## config.mk

```make
export PLATFORM = sky130hd
export DESIGN_NAME = fb_scan_top
export DESIGN_NICKNAME = d
export VERILOG_FILES = /design/src/rtl/fbscan_pkg.sv /design/src/rtl/fb_addr_gen.sv /design/src/rtl/fb_pix_fifo.sv /design/src/rtl/fb_irq_ctl.sv /design/src/rtl/fb_scan_top.sv
export SDC_FILE = /design/constraint.sdc
export NUM_CORES = 1
export LEC_CHECK = 0
export BUFFER_PORTS_ARGS = -buffer_cell sky130_fd_sc_hd__clkbuf_2
export CAP_MARGIN = 20
export CORE_MARGIN = 2
export CORE_UTILIZATION = 59
export CTS_BUF_LIST = sky130_fd_sc_hd__clkbuf_4 sky130_fd_sc_hd__clkbuf_8
export CTS_CLUSTER_DIAMETER = 50
export CTS_CLUSTER_SIZE = 12
export DETAILED_ROUTE_END_ITERATION = 10
export GPL_TIMING_DRIVEN = 0
export PLACE_DENSITY = 0.91
export SYNTH_ARGS = -nofsm -noshare
export SYNTH_HDL_FRONTEND = slang
export SYNTH_SLANG_ARGS = --single-unit
```

## constraint.sdc

```tcl
create_clock -name clk -period 3 [get_ports clk]
set_input_delay 0.6 -clock clk [delete_from_list [all_inputs] [get_ports clk]]
set_output_delay 0.6 -clock clk [all_outputs]
set_load 0.02 [all_outputs]
```

## src/rtl/fbscan_pkg.sv

```systemverilog
package fbscan_pkg;

  typedef enum logic [0:0] {
    SCAN_IDLE = 1'b0,
    SCAN_RUN  = 1'b1
  } scan_state_e;

  // non-zero geometry is required before a frame may start
  function automatic logic geom_ok(input int unsigned w, input int unsigned h);
    return (w != 0) && (h != 0);
  endfunction

  // successor of a position on a ring of the given size
  function automatic int unsigned ring_next(input int unsigned p, input int unsigned size);
    return (p + 1) % size;
  endfunction

  // column is the final one of its line
  function automatic logic line_end(input int unsigned x, input int unsigned w);
    return (x + 1) == w;
  endfunction

  // pixel is the final one of the frame
  function automatic logic frame_end(input int unsigned x, input int unsigned y,
                                     input int unsigned w, input int unsigned h);
    return line_end(x, w) && ((y + 1) == h);
  endfunction

endpackage

```

## src/rtl/fb_addr_gen.sv

```systemverilog
module fb_addr_gen
  import fbscan_pkg::*;
#(
  parameter int ADDR_W = 16,
  parameter int DIM_W  = 11
) (
  input  logic              clk,
  input  logic              rst_n,
  input  logic              start,
  input  logic [ADDR_W-1:0] base,
  input  logic [DIM_W-1:0]  width,
  input  logic [DIM_W-1:0]  height,
  input  logic              credit_ok,
  output logic              rd_en,
  output logic [ADDR_W-1:0] rd_addr,
  output logic [DIM_W-1:0]  tag_x,
  output logic [DIM_W-1:0]  tag_y,
  output logic              tag_last
);

  localparam int unsigned MEM_BYTES = 1 << ADDR_W;

  scan_state_e       state_q;
  logic [DIM_W-1:0]  w_q, h_q, x_q, y_q;
  logic [ADDR_W-1:0] addr_q;
  logic              issue;
  logic              at_line_end;
  logic              at_frame_end;

  assign issue        = (state_q == SCAN_RUN) && credit_ok;
  assign at_line_end  = line_end(int'(x_q), int'(w_q));
  assign at_frame_end = frame_end(int'(x_q), int'(y_q), int'(w_q), int'(h_q));

  assign rd_en    = issue;
  assign rd_addr  = addr_q;
  assign tag_x    = x_q;
  assign tag_y    = y_q;
  assign tag_last = at_frame_end;

  always_ff @(posedge clk or negedge rst_n) begin
    if (!rst_n) begin
      state_q <= SCAN_IDLE;
      w_q     <= '0;
      h_q     <= '0;
      x_q     <= '0;
      y_q     <= '0;
      addr_q  <= '0;
    end else if (start) begin
      state_q <= SCAN_RUN;
      w_q     <= width;
      h_q     <= height;
      x_q     <= '0;
      y_q     <= '0;
      addr_q  <= base;
    end else if (issue) begin
      addr_q <= ADDR_W'(ring_next(int'(addr_q), MEM_BYTES));
      if (at_line_end) begin
        x_q <= '0;
        y_q <= y_q + 1'b1;
      end else begin
        x_q <= x_q + 1'b1;
      end
      if (at_frame_end) state_q <= SCAN_IDLE;
    end
  end


  addr_step_chk: assert property (@(posedge clk) disable iff (!rst_n)
    (issue && !at_frame_end) |=> (rd_addr == ADDR_W'($past(rd_addr) + 1'b1)));


  col_range_chk: assert property (@(posedge clk) disable iff (!rst_n)
    (state_q == SCAN_RUN) |-> (x_q < w_q && y_q < h_q));


  wrap_chk: assert property (@(posedge clk) disable iff (!rst_n)
    (issue && !at_frame_end && (&rd_addr)) |=> (rd_addr == '0));

endmodule

```

## src/rtl/fb_pix_fifo.sv

```systemverilog
module fb_pix_fifo
  import fbscan_pkg::*;
#(
  parameter int W     = 8,
  parameter int DEPTH = 2
) (
  input  logic                         clk,
  input  logic                         rst_n,
  input  logic                         push,
  input  logic [W-1:0]                 push_data,
  input  logic                         pop,
  output logic [W-1:0]                 head,
  output logic                         not_empty,
  output logic [$clog2(DEPTH+1)-1:0]   count
);

  localparam int PW = (DEPTH > 1) ? $clog2(DEPTH) : 1;
  localparam int CW = $clog2(DEPTH + 1);

  logic [W-1:0]  slot_q [DEPTH];
  logic [PW-1:0] wr_ptr, rd_ptr;
  logic [CW-1:0] cnt_q;

  for (genvar g = 0; g < DEPTH; g++) begin : g_slot
    always_ff @(posedge clk) begin
      if (push && (int'(wr_ptr) == g)) slot_q[g] <= push_data;
    end
  end

  always_ff @(posedge clk or negedge rst_n) begin
    if (!rst_n) begin
      wr_ptr <= '0;
      rd_ptr <= '0;
      cnt_q  <= '0;
    end else begin
      if (push) wr_ptr <= PW'(ring_next(int'(wr_ptr), DEPTH));
      if (pop)  rd_ptr <= PW'(ring_next(int'(rd_ptr), DEPTH));
      case ({push, pop})
        2'b10:   cnt_q <= cnt_q + 1'b1;
        2'b01:   cnt_q <= cnt_q - 1'b1;
        default: cnt_q <= cnt_q;
      endcase
    end
  end

  assign head      = slot_q[rd_ptr];
  assign not_empty = (cnt_q != '0);
  assign count     = cnt_q;


  no_overflow_chk: assert property (@(posedge clk) disable iff (!rst_n)
    (push && !pop) |-> (int'(cnt_q) < DEPTH));


  no_underflow_chk: assert property (@(posedge clk) disable iff (!rst_n)
    pop |-> (cnt_q != '0));

endmodule

```

## src/rtl/fb_irq_ctl.sv

```systemverilog
module fb_irq_ctl (
  input  logic clk,
  input  logic rst_n,
  input  logic frame_done,
  input  logic reg_wr,
  output logic irq
);

  logic irq_q;

  always_ff @(posedge clk or negedge rst_n) begin
    if (!rst_n)          irq_q <= 1'b0;
    else if (frame_done) irq_q <= 1'b1;
    else if (reg_wr)     irq_q <= 1'b0;
  end

  assign irq = irq_q;


  irq_set_chk: assert property (@(posedge clk) disable iff (!rst_n)
    frame_done |=> irq);


  irq_hold_chk: assert property (@(posedge clk) disable iff (!rst_n)
    (irq && !reg_wr) |=> irq);


  irq_clr_chk: assert property (@(posedge clk) disable iff (!rst_n)
    (reg_wr && !frame_done) |=> !irq);

endmodule

```

## src/rtl/fb_scan_top.sv

```systemverilog
module fb_scan_top
  import fbscan_pkg::*;
#(
  parameter int ADDR_W     = 16,
  parameter int DIM_W      = 11,
  parameter int FIFO_DEPTH = 2
) (
  input  logic              clk,
  input  logic              rst_n,
  input  logic [ADDR_W-1:0] cfg_base,
  input  logic [DIM_W-1:0]  cfg_width,
  input  logic [DIM_W-1:0]  cfg_height,
  input  logic              cfg_wr,
  input  logic              sof,
  output logic              mem_rd_en,
  output logic [ADDR_W-1:0] mem_addr,
  input  logic [7:0]        mem_rd_data,
  output logic              pix_valid,
  input  logic              pix_ready,
  output logic [7:0]        pix_index,
  output logic [DIM_W-1:0]  pix_x,
  output logic [DIM_W-1:0]  pix_y,
  output logic              busy,
  output logic              irq
);

  localparam int ENTRY_W = 8 + 2 * DIM_W + 1;
  localparam int CW      = $clog2(FIFO_DEPTH + 1);

  logic               accept;
  logic               busy_q;
  logic               credit_ok;
  logic               rd_en;
  logic [DIM_W-1:0]   tag_x, tag_y;
  logic               tag_last;
  logic               inflight_q;
  logic [DIM_W-1:0]   fx_q, fy_q;
  logic               flast_q;
  logic [ENTRY_W-1:0] push_data, head;
  logic               head_valid;
  logic [CW-1:0]      fifo_cnt;
  logic               pop;
  logic               head_last;
  logic               frame_done;

  assign accept = sof && !busy_q && geom_ok(int'(cfg_width), int'(cfg_height));
  assign pop    = head_valid && pix_ready;

  // slots held or promised must leave room for the read issued now
  assign credit_ok = (int'(fifo_cnt) + int'(inflight_q)) < (FIFO_DEPTH + int'(pop));

  fb_addr_gen #(.ADDR_W(ADDR_W), .DIM_W(DIM_W)) i_gen (
    .clk       (clk),
    .rst_n     (rst_n),
    .start     (accept),
    .base      (cfg_base),
    .width     (cfg_width),
    .height    (cfg_height),
    .credit_ok (credit_ok),
    .rd_en     (rd_en),
    .rd_addr   (mem_addr),
    .tag_x     (tag_x),
    .tag_y     (tag_y),
    .tag_last  (tag_last)
  );

  assign mem_rd_en = rd_en;

  always_ff @(posedge clk or negedge rst_n) begin
    if (!rst_n) begin
      inflight_q <= 1'b0;
      fx_q       <= '0;
      fy_q       <= '0;
      flast_q    <= 1'b0;
    end else begin
      inflight_q <= rd_en;
      if (rd_en) begin
        fx_q    <= tag_x;
        fy_q    <= tag_y;
        flast_q <= tag_last;
      end
    end
  end

  assign push_data = {mem_rd_data, fx_q, fy_q, flast_q};

  fb_pix_fifo #(.W(ENTRY_W), .DEPTH(FIFO_DEPTH)) i_fifo (
    .clk       (clk),
    .rst_n     (rst_n),
    .push      (inflight_q),
    .push_data (push_data),
    .pop       (pop),
    .head      (head),
    .not_empty (head_valid),
    .count     (fifo_cnt)
  );

  assign pix_valid  = head_valid;
  assign pix_index  = head[ENTRY_W-1 -: 8];
  assign pix_x      = head[2*DIM_W -: DIM_W];
  assign pix_y      = head[DIM_W -: DIM_W];
  assign head_last  = head[0];
  assign frame_done = pop && head_last;

  always_ff @(posedge clk or negedge rst_n) begin
    if (!rst_n)          busy_q <= 1'b0;
    else if (accept)     busy_q <= 1'b1;
    else if (frame_done) busy_q <= 1'b0;
  end

  assign busy = busy_q;

  fb_irq_ctl i_irq (
    .clk        (clk),
    .rst_n      (rst_n),
    .frame_done (frame_done),
    .reg_wr     (cfg_wr),
    .irq        (irq)
  );


  hold_chk: assert property (@(posedge clk) disable iff (!rst_n)
    (pix_valid && !pix_ready) |=> (pix_valid && $stable(pix_index) &&
                                   $stable(pix_x) && $stable(pix_y)));


  idle_quiet_chk: assert property (@(posedge clk) disable iff (!rst_n)
    !busy |-> (!mem_rd_en && !pix_valid));


  zero_geom_chk: assert property (@(posedge clk) disable iff (!rst_n)
    (sof && !busy && (cfg_width == '0 || cfg_height == '0)) |=> !busy);


  busy_rise_chk: assert property (@(posedge clk) disable iff (!rst_n)
    $rose(busy) |-> $past(sof));


  first_fetch_chk: assert property (@(posedge clk) disable iff (!rst_n)
    $rose(busy) |-> mem_rd_en);

endmodule

```

Word-level counts from Yosys, hierarchy flattened
Memory sizes are Yosys's and may differ from the RTL's.
Index checks and enable logic that the tools add are counted.

operators by class
  magnitude comparators = 1
  mux-type cells = 23
  reductions and logical operators = 22
  equality and inequality tests = 4
  $add $sub $neg = 11
  bitwise operators = 1

operators by type and width
  kind                     number
  $mux W11                 6
  $eq A32 B11 Y1           2
  $mux W16                 2
  $mux W31                 1
  $reduce_or A31 Y1        1
  $add A11 B1 Y12 const B  2
  $add A11 B1 Y11 const B  2
  $reduce_bool A11 Y1      2
  $add A16 B1 Y16 const B  1
  $reduce_bool A2 Y1       7
  $mux W1                  13
  $logic_and A1 B1 Y1      9
  $pmux W2 S2              1
  $reduce_and A2 Y1        2
  $add A2 B1 Y3            1
  $add A2 B1 Y3 const A    1
  $lt A3 B3 Y1             1
  $add A1 B1 Y1 const B    2
  $add A2 B1 Y2 const B    1
  $eq A2 B1 Y1 const B     1
  $eq A2 B2 Y1 const B     1
  $sub A2 B1 Y2 const B    1
  $logic_not A1 Y1         1
  $not A1 Y1               1

storage, ports and cells
  memory bits (writable) = 62
  input bits = 51
  register bits = 91
  memories = 1
  word-level logic and storage cells = 78

memory list
  memory         depth  bits a word  read ports  clocked after Yosys merged registers in  write ports  RTL line           RTL
  i_fifo.slot_q  2      31           1           0                                        1            fb_pix_fifo.sv:20  logic [W-1:0] slot_q [DEPTH];

Depth between registers and ports, before layout
Gate-level depths: netlist of run 1.

  depth in word-level cells = 7
  depth in mapped cells = 9
  mapped depth without buffers = 9

Cells and area by module
A second synthesis of run 1 with hierarchy kept.

unflattened totals
  cell total of the unflattened synthesis = 554
  area, all modules = 7171.9 µm²

by module, submodules not included
  module       times used  sequential area each (µm²)  area each (µm²)  cells each
  fb_addr_gen  1           1526.5                      3528.4           372
  fb_pix_fifo  1           1961.9                      2571.2           112
  fb_scan_top  1           625.6                       1036.0           67
  fb_irq_ctl   1           25.0                        36.3             3

Worst setup path before layout of run 1
OpenSTA, ideal clock, no wires.

  path type = reg-to-reg
  start = reg i_gen.x_q[0], in the netlist i_gen.tag_x[0]
  end = reg i_gen.y_q[5], in the netlist i_gen.tag_y[5]
  arrival time = 2.549 ns
  path buffers = 0
  cell stages (with the launch flop) = 9
  library setup time = 0.066 ns
  period minus slack after synthesis = 2.615 ns
  slack = 0.385 ns
  path through = dfrtp_1 ha_1 and4_4 a2111oi_2 a31oi_1 or3_1 or3_4 or4_1 nand2_1

between the ends
  cells in the longest elaborated chain, start to end = 4

RTL lines
  element                       RTL line           RTL
  from (decl)                   fb_addr_gen.sv:24  logic [DIM_W-1:0] w_q, h_q, x_q, y_q;
  from (signal assigned)        fb_addr_gen.sv:61  x_q <= x_q + 1'b1;
  $add A11 B1 Y12               fbscan_pkg.sv:20   return (x + 1) == w;
  $eq A32 B11 Y1                fbscan_pkg.sv:20
  $reduce_bool A2 Y1 (no line)  n/a
  $reduce_and A2 Y1 (no line)   n/a
  to (signal assigned)          fb_addr_gen.sv:59  y_q <= y_q + 1'b1;
  to (decl)                     fb_addr_gen.sv:24

No other way between the ends.
A chain may end at the register's enable or synchronous reset.

Final worst setup path of run 1
  start = reg i_fifo.cnt_q[0], in the netlist i_fifo.count[0]
  end = out mem_rd_en

between the ends
  cells in the longest elaborated chain, start to end = 5
  elaborated cells between the ends (all ways) = 6
  those cells by class = add/sub (2); order compare (1); reduce/logical (3)

RTL lines
  element                 RTL line           RTL
  from (decl)             fb_pix_fifo.sv:22  logic [CW-1:0] cnt_q;
  from (signal assigned)  fb_pix_fifo.sv:39  2'b10: cnt_q <= cnt_q + 1'b1;
  from (signal assigned)  fb_pix_fifo.sv:40  2'b01: cnt_q <= cnt_q - 1'b1;
  from (signal assigned)  fb_pix_fifo.sv:41  default: cnt_q <= cnt_q;
  $reduce_bool A2 Y1      fb_pix_fifo.sv:47  assign not_empty = (cnt_q != '0);
  $logic_and A1 B1 Y1     fb_scan_top.sv:47  assign pop = head_valid && pix_ready;
  $add A2 B1 Y3           fb_scan_top.sv:50  assign credit_ok = (int'(fifo_cnt) + int'(inflight_q)) < (FIFO_DEPTH + int'(pop));
  $lt A3 B3 Y1 *          fb_scan_top.sv:50
  $logic_and A1 B1 Y1 *   fb_addr_gen.sv:30  assign issue = (state_q == SCAN_RUN) && credit_ok;
  to (decl)               fb_scan_top.sv:15  output logic mem_rd_en,

Every way passes the cells marked *; elsewhere a longest branch is shown, timed or not.

==> summary.json, run 1 <==
{
  "outcome": "completed",
  "core-area_um2": 11900,
  "timing.slew.headroom_pct": 39.8,
  "sw_pwr_mw": 3.64,
  "timing.critical_path.required_ns": 2.40,
  "syn_area_per_cell_um2": 10.7,
  "initial_core_utilization_pct": 59.9,
  "diodes": 0,
  "synth_cell_type_count": 56,
  "first_iter_violations": 532,
  "p_per_area_nw_per_um2": 1050,
  "post_cts_hold_buffer_count": 0,
  "rows": 40,
  "timing_worst_setup_path_type": "flop to output port",
  "worst_setup_path_end_kind": "output port",
  "die-width_um": 114,
  "drt-pass1-iter-count": 6,
  "dr_vias": 5427,
  "floorplan.die_area_um2": 13000,
  "maximum_clock_skew_at_final_layout_ns": 0.0115,
  "dpl.hpwl_mm": 10.9,
  "buffer_ports.inserted": 100,
  "power.ir.vdd_worst_mv": 0.501,
  "route.detailed.drc": 0,
  "routed_wirelength_mm": 15.8,
  "ys_warn_count": 0,
  "cellInternalPower_mw": 5.12,
  "report.final.slew_viol_count": 0,
  "clock_sink_count": 153,
  "place_congestion": 0.894,
  "flop_pwr_share_pct": 39.2,
  "clk_pin_slew_worst_paths_ns": 0.08,
  "synth_enable_flop_cells": 62,
  "global_route.overflow_total": 0,
  "tightest_hold_check_type": "input pin to async pin",
  "power.leakage_nw": 3.63,
  "synth_top_flop_cell": "dfrtp_1",
  "fin_crit_ns": 2.96,
  "finalSetupViolations": 0,
  "chipHeight_um": 114,
  "worst_slack_ns": 0.0398,
  "worst-slew-pin-transition_ns": 0.900,
  "net_count_of_the_mapped_netlist": 723,
  "synthesis.instances": 666,
  "synthToLayoutAreaGrowth_pct": 16.7,
  "yosys_register_bits": 153,
  "synth-seq-area-share_pct": 58.1,
  "max_cap_viol_count": 0,
  "fin_cells": 946,
  "ctsRootBufferMaster": "clkbuf_8",
  "vias_in_the_first_global_route": 5205,
  "io_pins": 101,
  "power.combinational.fraction_pct": 41.9,
  "detail_route.wl_per_cell_um": 16.8,
  "cts-buffers-inserted": 17,
  "setup_repair_after_global_routing_missed_its_margin": "false",
  "cts_post_setup_buffers_inserted": 0,
  "insertion_delay_to_the_later_sink_of_the_worst_skew_pair_ns": 0.46,
  "timing.critical_path.from_type": "flop",
  "multi_input_area_um2": 2850,
  "pre_cts_ws_ns": -0.0147,
  "viasPerCell": 5.74,
  "max_freq_mhz": 338,
  "antenna_found_initial": 0,
  "cp.arrival_ns": 2.36,
  "switching_share_pct": 41.6,
  "filler_cell_count": 902,
  "grt_start_max_net_pins": 70,
  "htree_num_levels": 4,
  "finalHoldViolations": 0,
  "finalCritPeriodShare_pct": 98.7,
  "clock_tree_from_tritoncts": "done",
  "nNetsFinal": 843,
  "path_max_fanout": 19,
  "wire_length_of_the_first_global_routing_pass_mm": 25.8,
  "asyncSetResetFlopFracSynth_pct": 59.5,
  "post_synth_instance_area_um2": 7130,
  "pwr-share-clk_pct": 18.9,
  "ctsLongestPathBuffers": 2,
  "grt_use_total_pct": 25.6,
  "regArea_um2": 4140,
  "final_layout_size_suffix_gt1_share_pct": 23.9,
  "antenna_viol_nets_final": 0,
  "place_inst": 915
}
-- worst max-delay path, cell delays in order, from the launching register on --
cell      delay [ns]
dfrtp_1         0.47
ha_1            0.25
ha_1            0.29
o21ai_1         0.23
nand2_1         0.22
inv_4           0.23
clkbuf_2        0.21
-- cells in the mapped netlist (all sizes together) (7+ instances only) --
cell type,number,area (um2)
mux2,31,349
nand3,15,87.6
inv,9,33.8
a21oi,13,68.8
xnor2,25,219
buf,9,38.8
nor2b,9,56.3
nand4,12,75.1
o21ai,37,185
edfxtp,62,1860
o211ai,7,57.6
nor2,23,86.3
xor2,20,175
dfrtp,91,2280
nand2,179,672
clkbuf,25,93.8
nor3,11,55.1
-- worst paths after layout --
| kind | start | to | slack (ns) | cells past startpoint |
|---|---|---|---|---|
| setup / recovery | i_fifo.count[0] | mem_rd_en | 0.04 | 6 |
| hold / removal | rst_n | i_gen.tag_x[6] | 0.08 | 1 |
| setup reg to reg | i_fifo.count[0] | i_gen.tag_y[4] | 0.12 | 9 |
| hold reg to reg | fx_q[7] | i_fifo.slot_q[1][19] | 0.48 | 0 |
| max in group asynchronous | rst_n | i_gen.tag_y[7] | 2.28 | 2 |
| min in group clk | mem_rd_data[1] | i_fifo.slot_q[0][24] | 0.33 | 1 |
-- kinds of logic (layout without fill, tap and decap cells) --
logic type	count (synthesis)	after routing	synth area share (%)
compound gates	91	91	8.53
xor+xnor	45	45	5.53
fa+ha+maj	6	6	1.05
buf+inv	44	177	2.39
flops	153	153	58.1
mux	34	34	5.32
simple gates	293	293	19.1
-- cells in the final DEF (no fill, tap or decap), types with 20 or more instances in the layout --
master	instances
clkbuf_2	100
edfxtp_1	62
xor2_1	20
clkbuf_1	22
nand2_1	179
mux2_2	31
nor2_1	22
dfrtp_1	90
o21ai_0	35
xnor2_1	25
-- power groups by stage --
stage	Sequential [mW]	Clock [mW]	Combinational, mW
2_1_floorplan	3.47	0	2.40
3_3_place_gp	3.41	0	3.42
3_5_place_dp	3.45	0	3.58
4_1_cts	3.42	1.66	3.63
5_1_grt	3.51	1.75	4.01
6_report	3.44	1.65	3.67
-- stage by stage --
stage / power, mW / TNS (ns) / hold WS, ns / cell area, um2 / util [%]
after global placement: 6.83 / 0 / 0.446 / 7810 / 65.6
after detailed placement: 7.04 / -0.0262 / 0.456 / 7880 / 66.1
after global routing: 9.27 / 0 / 0.101 / 8320 / 69.9
after floorplan: 5.87 / 0 / 0.304 / 7130 / -
after CTS: 8.71 / 0 / 0.0686 / 8300 / 69.7
final: 8.76 / 0 / 0.0764 / 8320 / 69.9
-- state kept, by name, summed over array words and instances (netlist names), 2 cells and up --
signal,count
i_gen.w_q,11
fy_q,11
i_fifo.count,2
i_fifo.slot_q,62
i_gen.tag_x,11
i_gen.h_q,11
fx_q,11
i_gen.tag_y,11
i_gen.rd_addr,16
-- metal layers --
metal	track usage (%)	up-vias	part of all wire [%]
li1	-	2580	-
met1	35.4	2615	45
met2	40.3	201	47
met3	5.10	31	5.9
met4	10.0	0	2.1
met5	0	-	0
-- final cells by class --
type | count | area share [%]
inverters | 10 | 0.481
well taps | 147 | 2.21
clock buffers | 19 | 2.99
plain buffers | 33 | 1.58
repair buffers | 102 | 6.71
flip-flops and latches | 153 | 49.8
clock inverters | 13 | 2.03
multi-input cells | 469 | 34.2
-- what timing repair did --
action	in CTS	in global routing
endpoints found under the setup margin	4	41
pin swaps	0	1
hold endpoints to repair	0	0
gates resized for setup	3	10
(Power assumes the default switching activity.)
==> inputs of run 2 (changes only) <==
Settings changed: CORE_ASPECT_RATIO set to 0.6.
==> run 2 against run 1 <==
  * Clock power decreased by 7%
  * Critical path depth unchanged
  * Register-to-register slack improved by 0.05 ns
  * Combinational power decreased by 2%
  * Die area increased by 0.23%
  * Cell count increased by 1.9%
  * Via count decreased by 0.57%
  * Count of clock-buffer cells in the layout decreased by 1
  * Wire length increased by 1.1%
  * Power decreased by 1.9%
  * Hold slack improved by 0.041 ns
  * First-iteration DRC count decreased by 11%
==> summary.json, run 2 (synthesized netlist as in run 1, its figures left out) <==
{
  "outcome": "completed",
  "cp_cell_sequence": "ha_1 -> ha_1 -> o21ai_1 -> nand2_1 -> clkinv_2 -> clkbuf_2",
  "htree_num_levels": {"value": 4, "change": "unchanged"},
  "ctsLongestPathBuffers": {"value": 2, "change": "unchanged"},
  "final_layout_size_suffix_gt1_share": {"value": 23.9, "unit": "%", "change": "unchanged"},
  "timing.critical_path.required": {"value": 2.40, "unit": "ns", "change": "about the same"},
  "drt-pass1-iter-count": {"value": 5, "change": "-1"},
  "floorplan.die_area": {"value": 13000, "unit": "um2", "change": "+0.23%"},
  "design_area": {"value": 8310, "unit": "um2", "change": "-0.12%"},
  "grt_use_total": {"value": 26.0, "unit": "%", "change": "+0.45 points"},
  "timing.critical_path.from_type": "flop",
  "timing.critical_path.max_delay_family": "adder cells",
  "worst_reg2reg_path_length_in_cells": {"value": 8, "change": "-1"},
  "power.ir.vdd_worst": {"value": 0.664, "unit": "mV", "change": "+32%"},
  "antenna_viol_nets_final": {"value": 0, "change": "unchanged"},
  "maximum_clock_skew_at_final_layout": {"value": 0.0156, "unit": "ns", "change": "+0.00412 ns"},
  "timing.slew.headroom": {"value": 41.4, "unit": "%", "change": "+1.6 points"},
  "clk_pin_slew_worst_paths": {"value": 0.09, "unit": "ns", "change": "about the same"},
  "final_common_cell": "nand2_1",
  "diodes": {"value": 0, "change": "unchanged"},
  "largest_register_by_flop_count": "i_fifo.slot_q",
  "global_route.overflow_total": {"value": 0, "change": "unchanged"},
  "slowest_delay": {"value": 0.45, "unit": "ns", "change": "-0.02 ns"},
  "fin_worst_hold_slack": {"value": 0.118, "unit": "ns", "change": "+0.0415 ns"},
  "dr_vias": {"value": 5396, "change": "-0.57%"},
  "report.final.slew_viol_count": {"value": 0, "change": "unchanged"},
  "max_cap_viol_count": {"value": 0, "change": "unchanged"},
  "die-width": {"value": 146, "unit": "um", "change": "+28%"},
  "max_freq": {"value": 353, "unit": "MHz", "change": "+4.4%"},
  "worst_r2r_startpoint": "i_gen.tag_x[0]",
  "ctsRootBufferMaster": "clkbuf_8",
  "chipHeight": {"value": 89.2, "unit": "um", "change": "-22%"},
  "timing_worst_setup_path_type": "flop to output port",
  "finalCritPeriodShare": {"value": 94.5, "unit": "%", "change": "-4.2 points"},
  "cts_post_setup_buffers_inserted": {"value": 0, "change": "unchanged"},
  "synthToLayoutAreaGrowth_pct": 16.6,
  "cts-buffers-inserted": {"value": 17, "change": "unchanged"},
  "wire_length_of_the_first_global_routing_pass": {"value": 25.8, "unit": "mm", "change": "about the same"},
  "largest_reg_flops": {"value": 62, "change": "unchanged"},
  "buffer_ports.inserted": {"value": 100, "change": "unchanged"},
  "core-area": {"value": 11900, "unit": "um2", "change": "about the same"},
  "finalSetupViolations": {"value": 0, "change": "unchanged"},
  "clock_tree_from_tritoncts": "done",
  "grt_start_max_net_pins": {"value": 61, "change": "-13%"},
  "insertion_delay_to_the_later_sink_of_the_worst_skew_pair": {"value": 0.46, "unit": "ns", "change": "about the same"},
  "detail_route.wl_per_cell": {"value": 16.6, "unit": "um", "change": "-0.80%"},
  "finalSetupTns": {"value": 0, "unit": "ns", "change": "unchanged"},
  "final_cell_mix": "nand2_1, clkbuf_2, dfrtp_1",
  "p_per_area": {"value": 1030, "unit": "nW/um2", "change": "-1.8%"},
  "tightest_hold_check_type": "input pin to async pin",
  "worst_setup_path_end_kind": "output port",
  "fin_total_pwr": {"value": 8.59, "unit": "mW", "change": "-1.9%"},
  "rr_endpoint": "i_gen.tag_x[5]",
  "filler_cell_count": {"value": 878, "change": "-2.7%"},
  "path_max_fanout": {"value": 19, "change": "unchanged"},
  "routed_wirelength": {"value": 16.0, "unit": "mm", "change": "+1.1%"},
  "cp.arrival": {"value": 2.24, "unit": "ns", "change": "-0.12 ns"},
  "power.leakage": {"value": 3.60, "unit": "nW", "change": "-0.67%"},
  "rows": {"value": 31, "change": "-23%"},
  "antenna_found_initial": {"value": 0, "change": "unchanged"},
  "setup_repair_after_global_routing_missed_its_margin": "false",
  "initial_core_utilization": {"value": 59.9, "unit": "%", "change": "about the same"},
  "path_common_cell": "ha_1",
  "place_inst": {"value": 933, "change": "+2.0%"},
  "finalHoldViolations": {"value": 0, "change": "unchanged"},
  "reg2reg_setup_slack": {"value": 0.17, "unit": "ns", "change": "+0.05 ns"},
  "first_iter_violations": {"value": 473, "change": "-11%"},
  "place_congestion": {"value": 0.967, "change": "+8.2%"},
  "dpl.hpwl": {"value": 11.5, "unit": "mm", "change": "+5.0%"},
  "io_pins": {"value": 101, "change": "unchanged"},
  "fin_crit": {"value": 2.84, "unit": "ns", "change": "-0.125 ns"},
  "path_buf_inv": {"value": 2, "change": "unchanged"},
  "fin_cells": {"value": 964, "change": "+1.9%"},
  "slowest_stage": "dfrtp_1",
  "route.detailed.drc": {"value": 0, "change": "unchanged"},
  "vias_in_the_first_global_route": {"value": 4957, "change": "-4.8%"},
  "placed_area": {"value": 7900, "unit": "um2", "change": "+0.29%"},
  "worst-slew-pin-transition": {"value": 0.876, "unit": "ns", "change": "-0.0237 ns"},
  "nNetsFinal": {"value": 843, "change": "unchanged"},
  "viasPerCell": {"value": 5.60, "change": "-2.4%"},
  "clock_sink_count": {"value": 153, "change": "unchanged"},
  "critical_path.startpoint": "i_fifo.count[0]"
}
## run 2: stage by stage
stage | setup WS, ns | util [%]
finish | 0.165 | 69.8
floorplan | 0.385 | -
global route | 0.00439 | 69.8
detailed placement | -0.0236 | 66.4
global placement | 0.0497 | 65.8
CTS | 0.0485 | 69.7
## run 2: layout make-up
| type | count | area, um2 | share of cell area, % |
|---|---|---|---|
| timing repair buffer | 102 | 558 | 6.71 |
| clock buffer | 18 | 241 | 2.91 |
| tap | 165 | 206 | 2.48 |
| buffer | 33 | 131 | 1.58 |
| multi-input combinational | 469 | 2840 | 34.2 |
| sequential | 153 | 4140 | 49.8 |
| inverter | 10 | 38.8 | 0.467 |
| clock inverter | 14 | 155 | 1.87 |
## run 2: power breakdown
group	total, mW	leakage, nW	switching (mW)	internal (mW)
clock	1.54	0.193	0.842	0.701
sequential	3.43	1.76	0.475	2.96
combinational	3.61	1.65	2.33	1.29
## run 2: worst max path at each step
stage	cells after the start	slack, ns	to
floorplan	8	0.38	i_gen.tag_y[5]
global placement	8	0.05	i_gen.tag_x[6]
detailed placement	8	-0.02	i_gen.tag_x[5]
CTS	9	0.05	i_gen.tag_y[8]
global route	9	0.004	i_gen.tag_y[4]
finish	6	0.16	mem_rd_en
## run 2: per-layer routing
metal	vias up	track usage, %	routed length, um
li1	2570	-	-
met1	2560	40.0	7880
met2	238	36.6	6570
met3	28	6.63	1320
met4	0	7.75	248
met5	-	0	0
## run 2: worst register-to-register path, stage by stage, from the launching register on
cell	delay (ns)
dfrtp_2	0.48
ha_2	0.27
and4_4	0.28
nand3_1	0.17
xnor2_1	0.33
nand4bb_2	0.27
o31ai_4	0.48
nor2_1	0.16
a22o_1	0.26
## run 2: repair_timing
action                                  4_1_cts  5_1_grt
endpoints found under the setup margin        4       25
pin swaps                                     0        1
endpoints found under the hold margin         0        0
hold buffers                                  0        0
resized for setup                             3        7
==> inputs of run 3 (changes only) <==
Settings changed: RECOVER_POWER set to 50.
==> run 3 against run 2 <==
  * The run now ends with max-capacitance violations, max-slew violations left
  * Power is 0.48% lower
  * Design area is 0.65% lower
  * Cell count stayed put
  * Hold slack better by 0.22 ns
==> summary.json, run 3 (synthesized netlist as in run 1, its figures left out) <==
{
  "finalCritPeriodShare": {"value": 94.5, "unit": "%", "change": "about the same"},
  "finalHoldViolations": {"value": 0, "change": "unchanged"},
  "drt-pass1-iter-count": {"value": 5, "change": "unchanged"},
  "rows": {"value": 31, "change": "unchanged"},
  "place_congestion": {"value": 0.967, "change": "unchanged"},
  "antenna_found_initial": {"value": 0, "change": "unchanged"},
  "grt_use_total": {"value": 26.0, "unit": "%", "change": "unchanged"},
  "worst_slack": {"value": 0.165, "unit": "ns", "change": "+0.000456 ns"},
  "die-width": {"value": 146, "unit": "um", "change": "unchanged"},
  "floorplan.die_area": {"value": 13000, "unit": "um2", "change": "unchanged"},
  "power.leakage": {"value": 3.57, "unit": "nW", "change": "-1.1%"},
  "nNetsFinal": {"value": 843, "change": "unchanged"},
  "post-route-util": {"value": 69.3, "unit": "%", "change": "-0.45 points"},
  "buffer_ports.inserted": {"value": 100, "change": "unchanged"},
  "dr_vias": {"value": 5480, "change": "+1.6%"},
  "max_freq": {"value": 353, "unit": "MHz", "change": "about the same"},
  "ctsLongestPathBuffers": {"value": 2, "change": "unchanged"},
  "grt_most_used_layer": "met1",
  "cts-buffers-inserted": {"value": 17, "change": "unchanged"},
  "outcome": "finished with violations",
  "reg2reg_setup_slack": {"value": 0.17, "unit": "ns", "change": "about the same"},
  "cts_post_setup_buffers_inserted": {"value": 0, "change": "unchanged"},
  "fin_crit": {"value": 2.83, "unit": "ns", "change": "-0.000456 ns"},
  "timing.critical_path.max_delay_family": "adder cells",
  "maximum_clock_skew_at_final_layout": {"value": 0.0138, "unit": "ns", "change": "-0.00186 ns"},
  "largest_register_by_flop_count": "i_fifo.slot_q",
  "dpl.hpwl": {"value": 11.5, "unit": "mm", "change": "unchanged"},
  "final_layout_size_suffix_gt1_share": {"value": 23.0, "unit": "%", "change": "-0.88 points"},
  "place_inst": {"value": 933, "change": "unchanged"},
  "cp_cell_sequence": "ha_1 -> ha_1 -> o21ai_1 -> nand2_1 -> clkinv_2 -> clkbuf_2",
  "global_route.overflow_total": {"value": 0, "change": "unchanged"},
  "setup_repair_after_global_routing_missed_its_margin": "false",
  "report.final.slew_viol_count": {"value": 33, "change": "+33"},
  "first_iter_violations": {"value": 444, "change": "-6.1%"},
  "timing.critical_path.from_type": "flop",
  "route.detailed.drc": {"value": 0, "change": "unchanged"},
  "finalSetupViolations": {"value": 0, "change": "unchanged"},
  "timing.slew.headroom": {"value": -12.6, "unit": "%", "change": "-54 points"},
  "vias_in_the_first_global_route": {"value": 4957, "change": "unchanged"},
  "core-area": {"value": 11900, "unit": "um2", "change": "unchanged"},
  "path_max_fanout": {"value": 19, "change": "unchanged"},
  "grtUsageMet1": {"value": 40.0, "unit": "%", "change": "unchanged"},
  "pre_cts_ws": {"value": -0.0236, "unit": "ns", "change": "unchanged"},
  "clk_pin_slew_worst_paths": {"value": 0.09, "unit": "ns", "change": "about the same"},
  "grt_start_max_net_pins": {"value": 61, "change": "unchanged"},
  "ctsRootBufferMaster": "clkbuf_8",
  "io_pins": {"value": 101, "change": "unchanged"},
  "global_route.usage.met2": {"value": 36.6, "unit": "%", "change": "unchanged"},
  "worst-slew-pin-transition": {"value": 1.69, "unit": "ns", "change": "+0.813 ns"},
  "power.ir.vdd_worst": {"value": 0.662, "unit": "mV", "change": "-0.21%"},
  "htree_num_levels": {"value": 4, "change": "unchanged"},
  "diodes": {"value": 0, "change": "unchanged"},
  "detail_route.wl_per_cell": {"value": 16.7, "unit": "um", "change": "+0.36%"},
  "routed_wirelength": {"value": 16.1, "unit": "mm", "change": "+0.36%"},
  "fin_cells": {"value": 964, "change": "unchanged"},
  "timing.critical_path.required": {"value": 2.40, "unit": "ns", "change": "about the same"},
  "clock_sink_count": {"value": 153, "change": "unchanged"},
  "wire_length_of_the_first_global_routing_pass": {"value": 25.8, "unit": "mm", "change": "unchanged"},
  "path_buf_inv": {"value": 2, "change": "unchanged"},
  "insertion_delay_to_the_later_sink_of_the_worst_skew_pair": {"value": 0.45, "unit": "ns", "change": "about the same"},
  "initial_core_utilization": {"value": 59.9, "unit": "%", "change": "unchanged"},
  "finalSetupTns": {"value": 0, "unit": "ns", "change": "unchanged"},
  "slowest_delay": {"value": 0.45, "unit": "ns", "change": "about the same"},
  "chipHeight": {"value": 89.2, "unit": "um", "change": "unchanged"},
  "clock_tree_from_tritoncts": "done",
  "final_cell_mix": "nand2_1, clkbuf_2, dfrtp_1",
  "final_common_cell": "nand2_1",
  "cp.arrival": {"value": 2.23, "unit": "ns", "change": "about the same"},
  "p_per_area": {"value": 1040, "unit": "nW/um2", "change": "+0.17%"},
  "slowest_stage": "dfrtp_1",
  "timing_worst_setup_path_type": "flop to output port",
  "violated_checks": "max-capacitance violations, max-slew violations",
  "worst_setup_path_end_kind": "output port",
  "antenna_viol_nets_final": {"value": 0, "change": "unchanged"},
  "viasPerCell": {"value": 5.68, "change": "+1.6%"},
  "synthToLayoutAreaGrowth_pct": 15.8,
  "largest_reg_flops": {"value": 62, "change": "unchanged"},
  "path_common_cell": "ha_1",
  "max_cap_viol_count": {"value": 1, "change": "+1"},
  "met3_usage": {"value": 6.63, "unit": "%", "change": "unchanged"},
  "tightest_hold_check_type": "input pin to flop"
}
-- run 3: path summary, 6_finish.rpt --
kind	from	endpoint	cells past startpoint
worst max-delay path	i_fifo.count[0]	mem_rd_en	6
worst min-delay path	mem_rd_data[7]	i_fifo.slot_q[1][30]	1
worst max register to register	i_gen.tag_x[0]	i_gen.tag_y[4]	9
worst min register to register	fy_q[8]	i_fifo.slot_q[0][9]	0
max in group asynchronous	rst_n	i_gen.tag_x[0]	2
min in group asynchronous	rst_n	i_gen.h_q[8]	1
-- run 3: repair_timing --
item	CTS	global route
pin swaps	0	1
hold buffers	0	0
hold endpoints to repair	0	0
endpoints found under the setup margin	4	25
gates resized for setup	3	7
-- run 3: per-stage QoR --
stage	total power, mW	hold slack, ns	area, um2
floorplan	5.87	0.304	7130
global placement	6.85	0.452	7840
detailed placement	7.02	0.459	7900
CTS	8.58	0.111	8300
global route	9.10	0.310	8260
finish	8.55	0.336	8260
-- run 3: metal layers --
metal | part of all wire, % | routed length [um]
met3 | 9.0 | 1450
met5 | 0 | 0
met1 | 48 | 7770
met4 | 1.8 | 291
met2 | 41 | 6570
-- run 3: where the power goes --
| part | internal (mW) | total [mW] | switching (mW) |
|---|---|---|---|
| registers | 2.96 | 3.44 | 0.476 |
| logic | 1.25 | 3.57 | 2.32 |
| clock network | 0.701 | 1.54 | 0.837 |
| total | 4.91 | 8.55 | 3.64 |
-- run 3: layout make-up --
cell class	count	area [um2]
flip-flops and latches	153	4140
fillers	889	3650
multi-input cells	469	2840
repair buffers	102	504
clock buffers	18	241
well taps	165	206
clock inverters	14	155
plain buffers	33	131
inverters	10	38.8
